==> src/rtl/tri_adder_pkg.sv <==
package tri_adder_pkg;
  typedef enum logic [1:0] {
    MODE_UNS = 2'b00,
    MODE_TWC = 2'b01,
    MODE_EXC = 2'b10,
    MODE_SPR = 2'b11
  } add_mode_e;
endpackage

==> src/rtl/tri_add_core.sv <==
// shared binary adder, carry kept as top bit
module tri_add_core #(
  parameter int WIDTH = 6
) (
  input  logic [WIDTH-1:0] a_i,
  input  logic [WIDTH-1:0] b_i,
  output logic [WIDTH:0]   raw_o
);
  assign raw_o = {1'b0, a_i} + {1'b0, b_i};
endmodule

==> src/rtl/tri_add_judge.sv <==
module tri_add_judge import tri_adder_pkg::*; #(
  parameter int WIDTH = 6
) (
  input  logic [WIDTH-1:0] a_i,
  input  logic [WIDTH-1:0] b_i,
  input  logic [1:0]       mode_i,
  input  logic [WIDTH:0]   raw_i,
  output logic [WIDTH-1:0] sum_o,
  output logic             ovf_o
);
  localparam int BIAS = (1 << (WIDTH - 1)) - 1;
  localparam int XW   = WIDTH + 2;

  logic [XW-1:0] exc_val;
  logic          ovf_uns, ovf_twc, ovf_exc;

  // signed intermediate: raw - bias, two guard bits
  assign exc_val = {1'b0, raw_i} - XW'(BIAS);
  assign ovf_exc = |exc_val[XW-1:WIDTH];
  assign ovf_uns = raw_i[WIDTH];
  assign ovf_twc = (a_i[WIDTH-1] == b_i[WIDTH-1]) && (raw_i[WIDTH-1] != a_i[WIDTH-1]);

  always_comb begin
    sum_o = raw_i[WIDTH-1:0];
    ovf_o = ovf_uns;
    case (add_mode_e'(mode_i))
      MODE_TWC: ovf_o = ovf_twc;
      MODE_EXC: begin
        sum_o = exc_val[WIDTH-1:0];
        ovf_o = ovf_exc;
      end
      default: ;
    endcase
  end
endmodule

==> src/rtl/tri_add_stage.sv <==
module tri_add_stage #(
  parameter int WIDTH   = 6,
  parameter bit REG_OUT = 1'b1
) (
  input  logic             clk_i,
  input  logic             rst_ni,
  input  logic [WIDTH-1:0] sum_i,
  input  logic             ovf_i,
  output logic [WIDTH-1:0] sum_o,
  output logic             ovf_o
);
  if (REG_OUT) begin : g_reg
    always_ff @(posedge clk_i or negedge rst_ni) begin
      if (!rst_ni) begin
        sum_o <= '0;
        ovf_o <= 1'b0;
      end else begin
        sum_o <= sum_i;
        ovf_o <= ovf_i;
      end
    end
  end else begin : g_comb
    logic unused_clk;
    assign unused_clk = clk_i ^ rst_ni;
    assign sum_o = sum_i;
    assign ovf_o = ovf_i;
  end
endmodule

==> src/rtl/tri_code_adder.sv <==
module tri_code_adder #(
  parameter int WIDTH   = 6,
  parameter bit REG_OUT = 1'b1
) (
  input  logic             clk_i,
  input  logic             rst_ni,
  input  logic [WIDTH-1:0] a_i,
  input  logic [WIDTH-1:0] b_i,
  input  logic [1:0]       mode_i,
  output logic [WIDTH-1:0] sum_o,
  output logic             ovf_o
);
  logic [WIDTH:0]   raw;
  logic [WIDTH-1:0] sum_d;
  logic             ovf_d;

  tri_add_core #(.WIDTH(WIDTH)) u_core (
    .a_i(a_i), .b_i(b_i), .raw_o(raw)
  );

  tri_add_judge #(.WIDTH(WIDTH)) u_judge (
    .a_i(a_i), .b_i(b_i), .mode_i(mode_i), .raw_i(raw),
    .sum_o(sum_d), .ovf_o(ovf_d)
  );

  tri_add_stage #(.WIDTH(WIDTH), .REG_OUT(REG_OUT)) u_stage (
    .clk_i(clk_i), .rst_ni(rst_ni), .sum_i(sum_d), .ovf_i(ovf_d),
    .sum_o(sum_o), .ovf_o(ovf_o)
  );
endmodule

==> config.mk <==
export PLATFORM = sky130hd
export DESIGN_NAME = tri_code_adder
export DESIGN_NICKNAME = d
export VERILOG_FILES = /design/src/rtl/tri_adder_pkg.sv /design/src/rtl/tri_add_core.sv /design/src/rtl/tri_add_judge.sv /design/src/rtl/tri_add_stage.sv /design/src/rtl/tri_code_adder.sv
export SDC_FILE = /design/constraint.sdc
export NUM_CORES = 1
export LEC_CHECK = 0
export ABC_CLOCK_PERIOD_IN_PS = 1000
export BUFFER_PORTS_ARGS = -buffer_cell sky130_fd_sc_hd__buf_2
export CAP_MARGIN = 30
export CORE_AREA = 4 4 41 43
export DETAILED_ROUTE_END_ITERATION = 8
export DIE_AREA = 0 0 45 47
export PLACE_DENSITY = 0.76
export SYNTH_ARGS = -nofsm -noshare
export SYNTH_HDL_FRONTEND = slang
export SYNTH_HIERARCHICAL = 1
export SYNTH_SLANG_ARGS = --single-unit
==> constraint.sdc <==
create_clock -name clk_i -period 1 [get_ports clk_i]
set_clock_uncertainty 0.1 [all_clocks]
set_input_delay 0.15 -clock clk_i [delete_from_list [all_inputs] [get_ports clk_i]]
set_output_delay 0.15 -clock clk_i [all_outputs]
set_load 0.02 [all_outputs]
==> reports/results.tsv <==
stage	metric	value	unit
place	dp.cells	116	
floorplanning	fp.dieW	45	um
power	irDropWorstVdd	0.655	mV
sta	max_freq	548	MHz
layout	n_antenna_cell	0	
layout	final_cell_count_no_fill	126	
status	status	finished, violations left	
critical_path	critPathCaptureType	register	
critical_path	path_class	in -> reg	
cts	cts_buffers	3	
power	p_int	0.979	mW
sta	worst_pin_slew	0.331	ns
cts	numClockSinks	7	
global_routing	grt_pass1_vias	704	
floorplanning	num_rows	13	
power	power_frac_comb	59.0	%
layout	nNetsFinal	138	
layout	syn_to_final_growth	85.2	%
critical_path	crit_fanout	3	
global_routing	grt_pass1_wl	2880	um
power	powerDensity	1310	nW/um^2
drt	vias_per_cell	5.62	
drt	dr.pass1.iters	4	
drt	routedWlPerCell	17.9	um
global_routing	gr-total-overflow	0	
yosys	yosys_register_bits	7	
yosys	ys_seq_area_share	28.0	%
floorplanning	die_h	47	um
status	violations	negative setup slack	
place	placement.io_buffers	22	
floorplanning	initial_core_util	48.1	%
sta	hold_ws	0.177	ns
cts	clk_path_buf_depth	2	
sta	final.period_utilization	182	%
yosys	ys.warnings.count	6	
sta	maxSlewHeadroom	78.0	%
yosys	synthesis.nets	90	
power	clkPwrFrac	16.7	%
sta	finalCriticalPeriod	1.82	ns
power	power_switching	0.541	mW
yosys	syn_area	626	sq um
critical_path	cp.arrival	1.88	ns
sta	drv_slew	0	
cts	h-tree-depth	1	
yosys	synth.distinct_cells	27	
place	dpl_cell_area	911	sq um
power	power	1.52	mW
layout	drive_gt1_share	63.1	%
global_routing	grt_util_all_layers	19.1	%
yosys	avgSynthCellArea	9.78	sq um
global_routing	grt_max_degree	8	
critical_path	timing.critical_path.from_type	input port	
power	p_leak	0.547	nW
cts	clk_pin_slew	0.06	ns
cts	cts-root-buf	clkbuf_4	
critical_path	cp.required	1.06	ns
floorplanning	core	1300	sq um
run	cap_violations	0	
drt	ant_nets	0	
place	place_congestion	0.724	
hold_path	hp-class	in -> async	
sta	setup_ws	-0.824	ns
sta	rsz0062_at_grt	true	
sta	setup_viol_count_final	7	
drt	finalWirelength	2260	um
cts	cts_tree	done	
power	p_seq_share	24.4	%
place	hpwl	1210	um
drt	vias	708	
layout	fin_area	1160	sq um
floorplanning	die_area	2120	sq um
power	p_sw_share	35.6	%
yosys	synth_cells	64	
drt	drc	0	
floorplanning	ios	23	
sta	hold_viol	0	
global_routing	antenna_found_initial	0	
drt	first_iter_violations	13	
==> stage by stage <==
step                      setup TNS, ns  setup slack (ns)  util [%]
after CTS                         -2.87            -0.708      84.7
final                             -3.72            -0.824      89.0
after global routing              -4.07            -0.883      89.0
after global placement            -4.76            -0.933      70.0
after floorplan                   -3.46            -0.768         -
after detailed placement          -4.93             -1.01      70.0
==> final timing paths <==
| check | startpoint | cells past startpoint | slack, ns | to |
|---|---|---|---|---|
| max in group asynchronous | rst_ni | 2 | 0.47 | u_stage/sum_o[5] |
| min in group clk_i | a_i[0] | 4 | 0.27 | u_stage/sum_o[0] |
| worst min-delay path | rst_ni | 2 | 0.18 | u_stage/sum_o[2] |
| worst max-delay path | b_i[0] | 11 | -0.82 | u_stage/ovf_o |
==> worst max-delay path, stage by stage <==
cell and delay, ns:
buf_8 0.10, ha_4 0.15, inv_2 0.06, fa_2 0.23, nor2b_4 0.05, o31a_1 0.33
a21oi_2 0.20, nand4_1 0.14, nand3b_1 0.13, nand4b_1 0.14, o221ai_2 0.19
==> synthesized netlist by cell type <==
| library cell | count | area [sq um] |
|---|---|---|
| o21a_1 | 1 | 7.51 |
| nand4_1 | 3 | 18.8 |
| nand3b_1 | 1 | 7.51 |
| a21o_2 | 1 | 8.76 |
| o221ai_1 | 1 | 8.76 |
| dfrtp_1 | 7 | 175 |
| o31a_1 | 1 | 8.76 |
| nor4b_2 | 1 | 15.0 |
| a21oi_1 | 2 | 10.0 |
| o21ai_0 | 4 | 20.0 |
| nor2b_4 | 1 | 13.8 |
| inv_1 | 6 | 22.5 |
| xor2_1 | 1 | 8.76 |
| o21bai_1 | 1 | 7.51 |
| nor2_1 | 1 | 3.75 |
| a211oi_2 | 1 | 12.5 |
| nand2_1 | 5 | 18.8 |
| fa_1 | 1 | 20.0 |
| nand3_1 | 1 | 5.00 |
| a21oi_2 | 1 | 8.76 |
| buf_2 | 1 | 5.00 |
| mux2_2 | 1 | 11.3 |
| o22ai_1 | 1 | 6.26 |
| nand4b_1 | 1 | 8.76 |
| nand2b_1 | 3 | 18.8 |
| ha_1 | 9 | 113 |
| xnor2_1 | 7 | 61.3 |
==> layout make-up <==
type                       count  area, sq um
tap                           15         18.8
sequential                     7          175
multi-input combinational     50          561
clock buffer                   4         26.3
fill                          64          143
timing repair buffer          44          355
inverter                       6         22.5
==> cells by family after synthesis <==
family,Yosys count,synth area share [%]
adder cells (fa/ha/maj),10,21.2
buffers and inverters,7,4.40
XOR/XNOR,8,11.2
flip-flops,7,28.0
AO/OA/AOI/OAI,14,15.8
multiplexers,1,1.80
AND/OR/NAND/NOR,17,17.6
==> state kept, by name (all words and copies together) (netlist names) <==
name           flops
u_stage/ovf_o      1
u_stage/sum_o      6
==> power groups by stage <==
stage	clock, mW	sequential [mW]	combinational [mW]
3_3_place_gp	0	0.356	0.597
6_report	0.253	0.370	0.896
4_1_cts	0.248	0.371	0.784
2_1_floorplan	0	0.438	0.293
5_1_grt	0.277	0.374	0.949
3_5_place_dp	0	0.361	0.617
==> cells in the final DEF, fill, tap and decap left out, types with 2 or more instances in the layout <==
cell type | Yosys | final
xnor2_1 | 7 | 2
nand4_1 | 3 | 3
clkbuf_4 | 0 | 3
xnor2_2 | 0 | 4
ha_1 | 9 | 5
buf_2 | 1 | 12
inv_2 | 0 | 2
buf_6 | 0 | 12
o21ai_0 | 4 | 2
nand2_1 | 5 | 4
buf_4 | 0 | 18
ha_4 | 0 | 4
dfrtp_1 | 7 | 7
inv_1 | 6 | 4
a21oi_2 | 1 | 2
nand2b_1 | 3 | 3
==> routing by layer <==
metal | vias to the layer above | wire [um] | track usage, % | share of wire (%)
met5 | - | 0 | 0 | 0
met4 | 0 | 61 | 8.77 | 2.7
met3 | 8 | 106 | 2.68 | 4.7
met2 | 35 | 1290 | 40.4 | 57
met1 | 344 | 798 | 17.4 | 35
li1 | 321 | - | - | -
==> repair_timing <==
action | 4_1_cts | 5_1_grt
setup buffers | 6 | 4
hold endpoints to repair | 7 | 0
pin swaps | 13 | 1
endpoints found under the setup margin | 13 | 13
gates resized for setup | 28 | 7
hold buffers | 1 | 0
Power figures use the tool's default switching activity.
